==> src/rtl/nand_tim_pkg.sv <==
package nand_tim_pkg;

   typedef enum logic [2:0] {
      ST_IDLE,
      ST_CEA,
      ST_TA,
      ST_LOW,
      ST_HIGH
   } tim_state_e;

   // Timing word fields: positions fixed by the software encoding
   localparam int NUM_FLD = 7;
   localparam int F_WL  = 0;
   localparam int F_WH  = 1;
   localparam int F_RL  = 2;
   localparam int F_RH  = 3;
   localparam int F_TA  = 4;
   localparam int F_BSY = 5;
   localparam int F_CEA = 6;
   localparam int FLD_LSB [NUM_FLD] = '{0, 4, 8, 12, 16, 19, 24};
   localparam int FLD_WID [NUM_FLD] = '{4, 4, 4, 4, 3, 5, 2};
   localparam int TIMING_W = 26;
   localparam int MAX_FLD_W = 5;

   // Register addresses
   localparam int A_LOCK   = 0;
   localparam int A_TIMING = 1;
   localparam int A_IFCFG  = 2;
   localparam int A_CECFG  = 3;

   // Configuration bit positions
   localparam int IF_LARGE_BIT  = 2;
   localparam int IF_ADDR4_BIT  = 1;
   localparam int CE_NORMAL_BIT = 0;

endpackage

==> src/rtl/nand_tim_regs.sv <==
module nand_tim_regs
   import nand_tim_pkg::*;
#(
   parameter int                ADDR_W        = 4,
   parameter int                DATA_W        = 32,
   parameter logic [DATA_W-1:0] KEY           = 32'h0000_A25E,
   parameter logic [DATA_W-1:0] TIMING_RST    = '0,
   parameter bit                CE_NORMAL_RST = 1'b1
) (
   input  logic                clk,
   input  logic                rst_n,
   input  logic                wr_en,
   input  logic [ADDR_W-1:0]   wr_addr,
   input  logic [DATA_W-1:0]   wr_data,
   output logic [TIMING_W-1:0] timing_q,
   output logic                large_page,
   output logic                addr4,
   output logic                ce_normal
);

   logic armed;
   logic hit_lock, hit_tim, hit_if, hit_ce, hit_cfg;

   assign hit_lock = wr_en && (wr_addr == ADDR_W'(A_LOCK));
   assign hit_tim  = wr_en && (wr_addr == ADDR_W'(A_TIMING));
   assign hit_if   = wr_en && (wr_addr == ADDR_W'(A_IFCFG));
   assign hit_ce   = wr_en && (wr_addr == ADDR_W'(A_CECFG));
   assign hit_cfg  = hit_tim || hit_if || hit_ce;

   // One-shot unlock: a key arms, any config write or bad key disarms
   always_ff @(posedge clk or negedge rst_n) begin
      if (!rst_n) begin
         armed <= 1'b0;
      end else if (hit_lock) begin
         armed <= (wr_data == KEY);
      end else if (hit_cfg) begin
         armed <= 1'b0;
      end
   end

   always_ff @(posedge clk or negedge rst_n) begin
      if (!rst_n) begin
         timing_q   <= TIMING_RST[TIMING_W-1:0];
         large_page <= 1'b0;
         addr4      <= 1'b0;
         ce_normal  <= CE_NORMAL_RST;
      end else if (armed) begin
         if (hit_tim) begin
            timing_q <= wr_data[TIMING_W-1:0];
         end
         if (hit_if) begin
            large_page <= wr_data[IF_LARGE_BIT];
            addr4      <= wr_data[IF_ADDR4_BIT];
         end
         if (hit_ce) begin
            ce_normal <= wr_data[CE_NORMAL_BIT];
         end
      end
   end

endmodule

==> src/rtl/nand_tim_dcnt.sv <==
module nand_tim_dcnt #(
   parameter int W = 5
) (
   input  logic         clk,
   input  logic         rst_n,
   input  logic         load,
   input  logic [W-1:0] load_val,
   output logic [W-1:0] cnt
);

   always_ff @(posedge clk or negedge rst_n) begin
      if (!rst_n) begin
         cnt <= '0;
      end else if (load) begin
         cnt <= load_val;
      end else if (cnt != '0) begin
         cnt <= cnt - W'(1);
      end
   end

endmodule

==> src/rtl/nand_tim_seq.sv <==
module nand_tim_seq
   import nand_tim_pkg::*;
#(
   parameter int CNT_W = 5
) (
   input  logic             clk,
   input  logic             rst_n,
   input  logic             req,
   input  logic             rd,
   input  logic             cmd,
   input  logic             ce_normal,
   input  logic [CNT_W-1:0] wl_eff,
   input  logic [CNT_W-1:0] wh_eff,
   input  logic [CNT_W-1:0] rl_eff,
   input  logic [CNT_W-1:0] rh_eff,
   input  logic [CNT_W-1:0] ta_eff,
   input  logic [CNT_W-1:0] bsy_eff,
   input  logic [CNT_W-1:0] cea_eff,
   output logic             done,
   output logic             we_n,
   output logic             re_n,
   output logic             ce_n,
   output logic             rb_sample
);

   localparam logic [CNT_W-1:0] ONE = CNT_W'(1);

   tim_state_e       st;
   logic [CNT_W-1:0] cnt;
   logic             rd_q, cmd_q, ce_act;
   logic             acc_rd, need_ta;
   logic [CNT_W-1:0] low_ld, high_ld;
   logic [CNT_W-1:0] ta_left, bsy_left;
   logic             ta_load, bsy_load;

   // Kind of the access being started: live inputs in idle, captured later
   assign acc_rd  = (st == ST_IDLE) ? rd : rd_q;
   assign need_ta = !acc_rd && (ta_left > ONE);
   assign low_ld  = acc_rd ? (rl_eff - ONE) : (wl_eff - ONE);
   assign high_ld = rd_q ? (rh_eff - ONE) : (wh_eff - ONE);

   always_ff @(posedge clk or negedge rst_n) begin
      if (!rst_n) begin
         st     <= ST_IDLE;
         cnt    <= '0;
         rd_q   <= 1'b0;
         cmd_q  <= 1'b0;
         ce_act <= 1'b0;
      end else begin
         unique case (st)
            ST_IDLE: begin
               if (req) begin
                  rd_q   <= rd;
                  cmd_q  <= cmd && !rd;
                  ce_act <= 1'b1;
                  if (ce_normal && !ce_act) begin
                     st  <= ST_CEA;
                     cnt <= cea_eff - ONE;
                  end else if (need_ta) begin
                     st <= ST_TA;
                  end else begin
                     st  <= ST_LOW;
                     cnt <= low_ld;
                  end
               end else begin
                  ce_act <= 1'b0;
               end
            end
            ST_CEA: begin
               if (cnt != '0) begin
                  cnt <= cnt - ONE;
               end else if (need_ta) begin
                  st <= ST_TA;
               end else begin
                  st  <= ST_LOW;
                  cnt <= low_ld;
               end
            end
            ST_TA: begin
               if (ta_left <= ONE) begin
                  st  <= ST_LOW;
                  cnt <= low_ld;
               end
            end
            ST_LOW: begin
               if (cnt != '0) begin
                  cnt <= cnt - ONE;
               end else begin
                  st  <= ST_HIGH;
                  cnt <= high_ld;
               end
            end
            ST_HIGH: begin
               if (cnt != '0) begin
                  cnt <= cnt - ONE;
               end else begin
                  st <= ST_IDLE;
               end
            end
            default: st <= ST_IDLE;
         endcase
      end
   end

   assign done     = (st == ST_HIGH) && (cnt == '0);
   assign ta_load  = done && rd_q;
   assign bsy_load = done && cmd_q;

   nand_tim_dcnt #(.W(CNT_W)) u_ta_cnt (
      .clk      (clk),
      .rst_n    (rst_n),
      .load     (ta_load),
      .load_val (ta_eff),
      .cnt      (ta_left)
   );

   nand_tim_dcnt #(.W(CNT_W)) u_bsy_cnt (
      .clk      (clk),
      .rst_n    (rst_n),
      .load     (bsy_load),
      .load_val (bsy_eff),
      .cnt      (bsy_left)
   );

   assign we_n      = !((st == ST_LOW) && !rd_q);
   assign re_n      = !((st == ST_LOW) && rd_q);
   assign ce_n      = ce_normal ? !ce_act : 1'b0;
   assign rb_sample = (bsy_left == ONE);

endmodule

==> src/rtl/nand_bus_timer.sv <==
module nand_bus_timer
   import nand_tim_pkg::*;
#(
   parameter int                ADDR_W        = 4,
   parameter int                DATA_W        = 32,
   parameter int                CNT_W         = 5,
   parameter logic [DATA_W-1:0] UNLOCK_KEY    = 32'h0000_A25E,
   parameter logic [DATA_W-1:0] TIMING_RST    = '0,
   parameter bit                CE_NORMAL_RST = 1'b1
) (
   input  logic              clk,
   input  logic              rst_n,
   input  logic              reg_wr,
   input  logic [ADDR_W-1:0] reg_addr,
   input  logic [DATA_W-1:0] reg_wdata,
   input  logic              strb_req,
   input  logic              strb_rd,
   input  logic              strb_cmd,
   output logic              strb_done,
   output logic              nand_we_n,
   output logic              nand_re_n,
   output logic              nand_ce_n,
   output logic              rb_sample,
   output logic              cfg_large_page,
   output logic              cfg_addr4
);

   // Elaboration checks on the parameter set
   if (DATA_W < TIMING_W) begin : g_bad_data_w
      $error("DATA_W must hold the %0d-bit timing word", TIMING_W);
   end
   if (CNT_W < MAX_FLD_W) begin : g_bad_cnt_w
      $error("CNT_W must hold the widest timing field");
   end
   if (ADDR_W < 2) begin : g_bad_addr_w
      $error("ADDR_W must cover four registers");
   end

   logic [TIMING_W-1:0] timing_q;
   logic                ce_normal;
   logic [CNT_W-1:0]    eff [NUM_FLD];
   logic [CNT_W-1:0]    ta_eff;

   nand_tim_regs #(
      .ADDR_W        (ADDR_W),
      .DATA_W        (DATA_W),
      .KEY           (UNLOCK_KEY),
      .TIMING_RST    (TIMING_RST),
      .CE_NORMAL_RST (CE_NORMAL_RST)
   ) u_regs (
      .clk        (clk),
      .rst_n      (rst_n),
      .wr_en      (reg_wr),
      .wr_addr    (reg_addr),
      .wr_data    (reg_wdata),
      .timing_q   (timing_q),
      .large_page (cfg_large_page),
      .addr4      (cfg_addr4),
      .ce_normal  (ce_normal)
   );

   // Field unpack: a zero field counts as one cycle
   for (genvar i = 0; i < NUM_FLD; i++) begin : g_fld
      logic [FLD_WID[i]-1:0] raw;
      assign raw    = timing_q[FLD_LSB[i] +: FLD_WID[i]];
      assign eff[i] = (raw == '0) ? CNT_W'(1) : CNT_W'(raw);
   end

   assign ta_eff = eff[F_TA];

   nand_tim_seq #(.CNT_W(CNT_W)) u_seq (
      .clk       (clk),
      .rst_n     (rst_n),
      .req       (strb_req),
      .rd        (strb_rd),
      .cmd       (strb_cmd),
      .ce_normal (ce_normal),
      .wl_eff    (eff[F_WL]),
      .wh_eff    (eff[F_WH]),
      .rl_eff    (eff[F_RL]),
      .rh_eff    (eff[F_RH]),
      .ta_eff    (ta_eff),
      .bsy_eff   (eff[F_BSY]),
      .cea_eff   (eff[F_CEA]),
      .done      (strb_done),
      .we_n      (nand_we_n),
      .re_n      (nand_re_n),
      .ce_n      (nand_ce_n),
      .rb_sample (rb_sample)
   );

endmodule

==> config.mk <==
export PLATFORM = sky130hd
export DESIGN_NAME = nand_bus_timer
export DESIGN_NICKNAME = d
export VERILOG_FILES = /design/src/rtl/nand_tim_pkg.sv /design/src/rtl/nand_tim_regs.sv /design/src/rtl/nand_tim_dcnt.sv /design/src/rtl/nand_tim_seq.sv /design/src/rtl/nand_bus_timer.sv
export SDC_FILE = /design/constraint.sdc
export NUM_CORES = 1
export LEC_CHECK = 0
export BUFFER_PORTS_ARGS = -buffer_cell sky130_fd_sc_hd__buf_2
export CAP_MARGIN = 20
export CELL_PAD_IN_SITES_DETAIL_PLACEMENT = 1
export CELL_PAD_IN_SITES_GLOBAL_PLACEMENT = 2
export CORE_MARGIN = 2
export CORE_UTILIZATION = 38
export CTS_CLUSTER_SIZE = 28
export DETAILED_ROUTE_END_ITERATION = 12
export HOLD_SLACK_MARGIN = 0.08
export PLACE_DENSITY_LB_ADDON = 0.05
export SETUP_SLACK_MARGIN = 0.15
export SLEW_MARGIN = 25
export SYNTH_ARGS = -nofsm -noshare
export SYNTH_HDL_FRONTEND = slang
export SYNTH_SLANG_ARGS = --single-unit
==> constraint.sdc <==
create_clock -name clk -period 3.1 [get_ports clk]
set_input_delay 0.62 -clock clk [delete_from_list [all_inputs] [get_ports clk]]
set_output_delay 0.62 -clock clk [all_outputs]
set_load 0.02 [all_outputs]
Yosys cells after proc, flatten, opt, wreduce, memory -nomap -nowiden
Index checks and enable logic that the tools add are counted.
W data, S select, Z words.
{"block": "totals", "input_bits": 42, "regBits": 51, "elab_cells": 114, "output_inout_bits": 7}
{"block": "op_classes", "magnitude_cmp": 2, "eq_ne": 15, "muxes": 34, "n_reduce_logical": 43, "n_addsub": 8}
{"cell": "$mux W5", "count": 14}
{"cell": "$eq A32 B16 Y1 const B", "count": 1}
{"cell": "$pmux W5 S5", "count": 1}
{"cell": "$mux W3", "count": 7}
{"cell": "$logic_not A4 Y1", "count": 5}
{"cell": "$reduce_bool A5 Y1", "count": 4}
{"cell": "$sub A4 B1 Y5 const B", "count": 4}
{"cell": "$mux W4", "count": 4}
{"cell": "$pmux W3 S5", "count": 1}
{"cell": "$sub A5 B1 Y5 const B", "count": 3}
{"cell": "$logic_and A1 B1 Y1", "count": 12}
{"cell": "$logic_not A5 Y1", "count": 2}
{"cell": "$eq A4 B2 Y1 const B", "count": 2}
{"cell": "$ne A2 B2 Y1 const B", "count": 4}
{"cell": "$reduce_and A2 Y1", "count": 4}
{"cell": "$eq A3 B2 Y1 const B", "count": 2}
{"cell": "$logic_not A1 Y1", "count": 6}
{"cell": "$logic_not A3 Y1", "count": 2}
{"cell": "$mux W1", "count": 6}
{"cell": "$reduce_bool A2 Y1", "count": 3}
{"cell": "$eq A5 B1 Y1 const B", "count": 1}
{"cell": "$gt A5 B1 Y1 const B", "count": 1}
{"cell": "$le A5 B1 Y1 const B", "count": 1}
{"cell": "$reduce_and A5 Y1", "count": 1}
{"cell": "other kinds (9)", "count": 11}

Depth between registers and ports, before layout
Gate-level depths: netlist (run 1).
{"block": "depth", "word_depth": 8, "ltp_mapped": 9, "depth_no_buf": 9}

Modules after synthesis
From an unflattened synthesis (run 1), not the netlist that was laid out.
{"block": "unflattened", "hier_cells": 373, "area_unflattened_um2": 3583.4}
{"mod": "nand_tim_seq", "cells_per_inst": 209, "area_each_um2": 1541.5, "instances": 1, "seq_area_each_um2": 275.3}
{"mod": "nand_tim_regs", "cells_per_inst": 78, "area_each_um2": 1330.0, "instances": 1, "seq_area_each_um2": 752.0}
{"mod": "nand_tim_dcnt", "cells_per_inst": 27, "area_each_um2": 279.0, "instances": 2, "seq_area_each_um2": 125.1}
{"mod": "nand_bus_timer", "cells_per_inst": 32, "area_each_um2": 153.9, "instances": 1, "seq_area_each_um2": 0.0}

Worst setup path after synthesis (run 1)
Ideal clock, no wire load.
{"block": "synth_path", "path_kind": "register to output", "startpoint": "register u_seq.cnt[0]", "endpoint": "output port strb_done", "slack_ps": 830, "required_time_ps": 2480, "stages_incl_launch_ff": 7, "n_path_buf": 1, "arrival_time_ps": 1650, "path_cell_list": "dfrtp_1 > inv_1 > ha_1 > nor3b_1 > nand2b_1 > buf_2 > nor2_1"}
{"block": "synth_via", "elab_chain_len": 2}
{"element": "start, declared", "line_no": "nand_tim_seq.sv:29", "source": "logic [CNT_W-1:0] cnt;"}
{"element": "start signal, assigned", "line_no": "nand_tim_seq.sv:58", "source": "cnt <= cea_eff - ONE;"}
{"element": "start signal, assigned", "line_no": "nand_tim_seq.sv:63", "source": "cnt <= low_ld;"}
{"element": "start signal, assigned", "line_no": "nand_tim_seq.sv:71", "source": "cnt <= cnt - ONE;"}
{"element": "$logic_not A5 Y1", "line_no": "nand_tim_seq.sv:105", "source": "assign done = (st == ST_HIGH) && (cnt == '0);"}
{"element": "$logic_and A1 B1 Y1", "line_no": "nand_tim_seq.sv:105"}
{"element": "end, declared", "line_no": "nand_bus_timer.sv:19", "source": "output logic strb_done,"}
Every way passes these cells.

Worst setup path in the final report (run 1)
Ends and elaborated chain as after synthesis.

==> results of run 1 <==
-- cell families after synthesis --
group                    count (synthesis)  synth area share, %
flip-flops                              51                 41.7
adder cells (fa/ha/maj)                  8                 3.27
buffers and inverters                   19                 2.70
AO/OA/AOI/OAI                           73                 15.6
XOR/XNOR                                 8                 2.29
AND/OR/NAND/NOR                        114                 20.5
multiplexers                            38                 13.8
-- metrics by stage --
stage | power (µW) | setup WS, ps | hold WS (ps) | cell area (µm²)
4_1_cts | 3030 | 349 | 251 | 3520
6_report | 3020 | 342 | 246 | 3520
5_1_grt | 3280 | 206 | 269 | 3520
3_3_place_gp | 2610 | 780 | 485 | 3430
2_1_floorplan | 2200 | 830 | 324 | 3060
3_5_place_dp | 2630 | 694 | 495 | 3430
-- cell type report --
cell class / instances / area (µm²) / share of cell area (%)
clock buffers: 6 / 72.6 / 2.06
clock inverters: 2 / 12.5 / 0.356
inverters: 10 / 37.5 / 1.07
repair buffers: 54 / 285 / 8.11
well taps: 102 / 128 / 3.63
flip-flops and latches: 51 / 1280 / 36.3
multi-input cells: 241 / 1700 / 48.4
-- routing by layer --
layer  global-route usage, %  routed length, µm  vias up
met5                       0                  0        -
met4                    7.13                209        0
met3                    3.77                360       17
met2                    29.5               3520       72
met1                    29.3               3950     1263
li1                        -                  -     1255
-- final timing paths --
check	from	endpoint	slack (ps)	cells past startpoint
worst min register to register	u_seq.ce_act$_DFFE_PN0N_	u_seq.ce_act$_DFFE_PN0N_	520	1
worst min-delay path	rst_n	u_seq.st[1]$_DFFE_PN0P_	250	1
min in group clk	u_seq.ce_act$_DFFE_PN0N_	u_seq.ce_act$_DFFE_PN0N_	520	1
worst max-delay path	u_seq.cnt[0]$_DFFE_PN0P_	strb_done	340	6
worst max register to register	u_seq.cnt[0]$_DFFE_PN0P_	u_seq.cnt[0]$_DFFE_PN0P_	620	9
max in group asynchronous	rst_n	u_regs.ce_normal$_DFFE_PN1P_	2000	2
-- cell usage in the layout (no fill, tap or decap), types with 8 or more instances in the layout --
cell | Yosys | routed
mux2_2 | 32 | 32
nor2_1 | 19 | 19
buf_2 | 3 | 48
o21ai_0 | 15 | 15
a21oi_1 | 22 | 22
ha_1 | 8 | 8
inv_1 | 10 | 10
nand2_1 | 23 | 23
nor3_1 | 14 | 14
dfrtp_1 | 50 | 50
-- critical path, delay by kind of cell, from the launching register on --
| kind | cells | cell delay (ps) |
|---|---|---|
| fa+ha+maj | 1 | 200 |
| buf+inv | 2 | 350 |
| flops | 1 | 460 |
| simple gates | 3 | 810 |
-- flip-flops by register name, summed over array words and instances (netlist names) --
register / cells
u_seq.st: 3
u_seq.rd_q: 1
u_seq.ce_act: 1
u_regs.armed: 1
u_seq.cmd_q: 1
u_regs.timing_q: 26
u_seq.u_ta_cnt.cnt: 5
u_regs.addr4: 1
u_regs.ce_normal: 1
u_seq.cnt: 5
u_regs.large_page: 1
u_seq.u_bsy_cnt.cnt: 5
-- report_power, final --
group | switching, µW | internal, µW
Clock | 229 | 158
Sequential | 245 | 842
Combinational | 871 | 671
Total | 1350 | 1670
==> flow_summary_export.csv, run 1 <==
group,metric,value,unit
drt,drc,0,
sta,finalCritPeriodShare,89.0,%
grt,grt_usage,20.0,%
worst_setup_path,cp_max_fo,6,
floorplan,start_util,39.4,%
placement,dp.cells,458,
sta,hold_viol_final,0,
worst_hold_path,hold_class,"input pin to asynchronous set/reset pin",
worst_setup_path,worstPathArrival,2140,ps
cells_and_area,stdcell_count,466,
placement,io_buffers,48,
synth,postSynthAreaPerCell,9.85,µm²
cells_and_area,antennaDiodeCount,0,
sta,setup_violations,0,
worst_setup_path,crit_path_max_incr_delay,460,ps
cts,cts_max_path_buffers,2,
cts,postCtsSetupRepairBufs,0,
cts,ctsResizeCount,0,
sta,maxSlewHeadroom,58.0,%
worst_setup_path,end_kind,"output port",
synth,synth_edf_count,0,
floorplan,die-area,8790,µm²
sta,period_needed,2760,ps
worst_setup_path,path_cells,"inv_1 -> ha_1 -> nor3b_1 -> nand2b_1 -> nor2_1 -> buf_2",
cells_and_area,finalNetCount,413,
floorplan,core_region_area,7770,µm²
cts,cts_sinks,51,
sta,slew_violations,0,
synth,async_flop_share,100,%
cts,cts_tree,"done",
sta,fmax,363,MHz
worst_setup_path,required,2480,ps
synth,syn-cell-area,3060,µm²
cells_and_area,drive_gt1_share,28.3,%
synth,synth_top_area_share,40.8,%
grt,grt_first_pass_wirelength,13700,µm
floorplan,dieWidth,93.8,µm
cts,htreeDepth,2,
drt,vias,2607,
cells_and_area,fill_cells,932,
pwr,cellPowerDensity,858,nW/µm²
cts,root_buffer,"clkbuf_8",
cells_and_area,syn_to_final_growth,14.8,%
cts,cts_hold_buffers,0,
synth,seq_area_frac_synth,41.7,%
flow_run,maxCapViolCount,0,
sta,fin_setup_tns,0,ps
pwr,irDropWorstVdd,0.000314,V
drt,detail-route-antenna-nets,0,
floorplan,ios,49,
grt,grt_antenna_before_repair,0,
sta,skew,6.63,ps
synth,synth_area_leaders,"dfrtp_1, mux2_2, a21oi_1",
floorplan,die_h,93.8,µm
synth,synthTopCellsByCount,"dfrtp_1, mux2_2, nand2_1",
sta,worst_pin_slew,621,ps
drt,drtIter0Drc,103,
synth,synth_cell_types,58,
synth,post-synth-top-area-cell,"dfrtp_1",
synth,ys_ff_latch,51,
placement,gp_congestion,0.926,
synth,synth_top_flop_cell,"dfrtp_1",
cts,clkSlewWorstSetupHoldPaths,100,ps
worst_setup_path,worstSetupPathType,"flop to output port",
floorplan,num_rows,32,
drt,wl,8040,µm
grt,grt_pass1_vias,2717,
sta,rsz0062_at_grt,"no",
placement,hpwl,6360,µm
cells_and_area,final_core_util,45.3,%
worst_setup_path,critPathLaunchType,"flop",
grt,grt_remaining_overflow,0,
synth,syn_inst,311,
synth,syn_nets,361,
synth,yosysMostFrequentCell,"dfrtp_1",
cts,clk_latency,310,ps
pwr,leakage,0.00165,µW
drt,via_per_inst,5.59,
drt,post_drt_wl_per_cell,17.3,µm
synth,yosys_warnings,0,
outcome,outcome,"completed",
cts,numCtsBuffers,5,
grt,grt_max_degree,36,
drt,dr.pass1.iters,4,
worst_setup_path,slowest_stage,"dfrtp_1",
Note: power is estimated with default switching activity, not from simulation.
==> inputs of run 2 (changes only) <==
--- a/config.mk
+++ b/config.mk
@@ -7,14 +7,15 @@
 export LEC_CHECK = 0
 export BUFFER_PORTS_ARGS = -buffer_cell sky130_fd_sc_hd__buf_2
 export CAP_MARGIN = 20
-export CELL_PAD_IN_SITES_DETAIL_PLACEMENT = 1
-export CELL_PAD_IN_SITES_GLOBAL_PLACEMENT = 2
+export CELL_PAD_IN_SITES_DETAIL_PLACEMENT = 0
+export CELL_PAD_IN_SITES_GLOBAL_PLACEMENT = 1
 export CORE_MARGIN = 2
-export CORE_UTILIZATION = 38
+export CORE_UTILIZATION = 47
 export CTS_CLUSTER_SIZE = 28
 export DETAILED_ROUTE_END_ITERATION = 12
 export HOLD_SLACK_MARGIN = 0.08
 export PLACE_DENSITY_LB_ADDON = 0.05
+export RECOVER_POWER = 100
 export SETUP_SLACK_MARGIN = 0.15
 export SLEW_MARGIN = 25
 export SYNTH_ARGS = -nofsm -noshare
==> run 2 against run 1 <==
Net effect: utilization up 9.3 points; register-to-register slack worse by 270 ps; global-route usage up 1.2 points; setup slack worse by 8.6 ps; largest cell class unchanged.
==> flow_summary_export.csv, run 2 (synthesis results as in run 1) <==
group,metric,value,unit
cts,root_buffer,"clkbuf_8",
sta,fin_setup_tns,0,ps
cells_and_area,largest-register,"u_regs.timing_q",
drt,via_per_inst,5.91,
drt,vias,2596,
floorplan,die_h,84.7,µm
cells_and_area,drive_gt1_share,24.3,%
floorplan,ios,49,
outcome,outcome,"completed",
placement,place_area,3380,µm²
cts,clk_latency,300,ps
cts,cts_hold_buffers,0,
placement,io_buffers,48,
flow_run,maxCapViolCount,0,
drt,detail-route-antenna-nets,0,
grt,grt_antenna_before_repair,0,
worst_hold_path,hold_class,"input pin to asynchronous set/reset pin",
drt,dr.pass1.iters,7,
grt,grt_max_degree,33,
floorplan,core_region_area,6310,µm²
drt,drc,0,
cells_and_area,regArea,1280,µm²
pwr,leakage,0.00161,µW
pwr,net-switching-power,1300,µW
worst_setup_path,timing.rr.end,"u_seq.cnt[0]$_DFFE_PN0P_",
worst_setup_path,critPathLaunchType,"flop",
worst_setup_path,required,2480,ps
sta,hold_ws,494,ps
sta,rsz0062_at_grt,"no",
worst_setup_path,worstPathArrival,2150,ps
sta,finalCritPeriodShare,89.3,%
worst_setup_path,r2r-start,"u_seq.st[2]$_DFFE_PN0P_",
pwr,p_clk_share,13.8,%
grt,grt_usage,21.2,%
cts,ctsResizeCount,0,
pwr,seqPwrFrac,36.1,%
floorplan,start_util,48.5,%
grt,grt_remaining_overflow,0,
sta,fmax,361,MHz
cts,postCtsSetupRepairBufs,0,
grt,grt_pass1_vias,2517,
sta,hold_viol_final,0,
worst_setup_path,r2r_cells,6,
pwr,pwr-share-comb,50.1,%
cells_and_area,layout_commonest_cell,"dfrtp_1",
cells_and_area,largest_register_ffs,26,
placement,hpwl,5420,µm
pwr,swShare,43.8,%
pwr,cellPowerDensity,860,nW/µm²
sta,period_needed,2770,ps
sta,slew_violations,0,
pwr,irDropWorstVdd,0.000407,V
cts,clkSlewWorstSetupHoldPaths,90,ps
drt,drtIter0Drc,215,
cells_and_area,fin_area,3440,µm²
sta,setup_violations,0,
drt,post_drt_wl_per_cell,16.3,µm
floorplan,num_rows,29,
drt,wl,7140,µm
cts,numCtsBuffers,5,
cells_and_area,multi_input_area,1690,µm²
worst_setup_path,worstSetupPathType,"flop to output port",
cells_and_area,antennaDiodeCount,0,
pwr,internal_power,1660,µW
cells_and_area,finalNetCount,411,
pwr,finalPower,2960,µW
sta,skew,4.39,ps
floorplan,dieWidth,84.7,µm
worst_setup_path,end_kind,"output port",
cts,cts_sinks,51,
floorplan,die-area,7180,µm²
placement,dpl_worst_slack,725,ps
worst_setup_path,cp_max_fo,6,
cts,cts_max_path_buffers,2,
cells_and_area,fill_cells,614,
grt,grt_first_pass_wirelength,12300,µm
cts,cts_tree,"done",
sta,setup_slack,333,ps
sta,worst_pin_slew,1420,ps
cells_and_area,syn_to_final_growth,12.4,%
worst_setup_path,rrSetupSlack,350,ps
placement,gp_congestion,0.950,
worst_setup_path,worstSetupStartpoint,"u_seq.cnt[0]$_DFFE_PN0P_",
cts,htreeDepth,2,
cells_and_area,layout_common_cells,"dfrtp_1, buf_2, mux2_2",
sta,maxSlewHeadroom,5.45,%
## run 2: changes by cell type in the layout (fill, tap and decap cells not counted), sizes merged
cell,previous run,this run
buf,54,40
clkbuf,6,19
clkinvlp,1,0
## run 2: stage by stage
stage / utilization (%) / cells
floorplan: - / 311
global placement: 53.6 / 431
detailed placement: 53.6 / 431
CTS: 55.1 / 439
global route: 54.5 / 439
finish: 54.5 / 439
## run 2: worst max path at each step
stage	to	slack (ps)	depth (start not counted)
2_1_floorplan	strb_done	830	6
3_3_place_gp	u_seq.cnt[0]$_DFFE_PN0P_	770	9
3_5_place_dp	u_seq.cnt[0]$_DFFE_PN0P_	720	9
4_1_cts	strb_done	400	6
5_1_grt	u_seq.cnt[3]$_DFFE_PN0P_	110	6
6_report	strb_done	330	6
## run 2: layer usage
metal | track usage, % | vias to the layer above | part of all wire, %
met5 | 0 | - | 0
met1 | 31.8 | 1225 | 49
met2 | 31.1 | 99 | 43
met3 | 2.95 | 19 | 5.8
met4 | 8.08 | 0 | 2.1
li1 | - | 1253 | -
## run 2: area by class of cell
type | instances | area share [%]
multi-input combinational | 241 | 49.0
sequential | 51 | 37.1
timing repair buffer | 52 | 7.23
tap | 77 | 2.80
clock buffer | 7 | 2.51
inverter | 10 | 1.09
clock inverter | 1 | 0.254
## run 2: worst max-delay path, cell delays in order, from the launching register on
cell      delay, ps
dfrtp_1         440
inv_1           110
ha_1            200
nor3b_1         370
nand2b_1        140
nor2_1          310
clkbuf_1        270
## run 2: power by group through the flow
stage               sequential (µW)  clock [µW]  combinational, µW
global route                   1110         440               1660
global placement               1090           0               1470
finish                         1070         408               1490
detailed placement             1090           0               1480
floorplan                       994           0               1210
CTS                            1080         416               1490
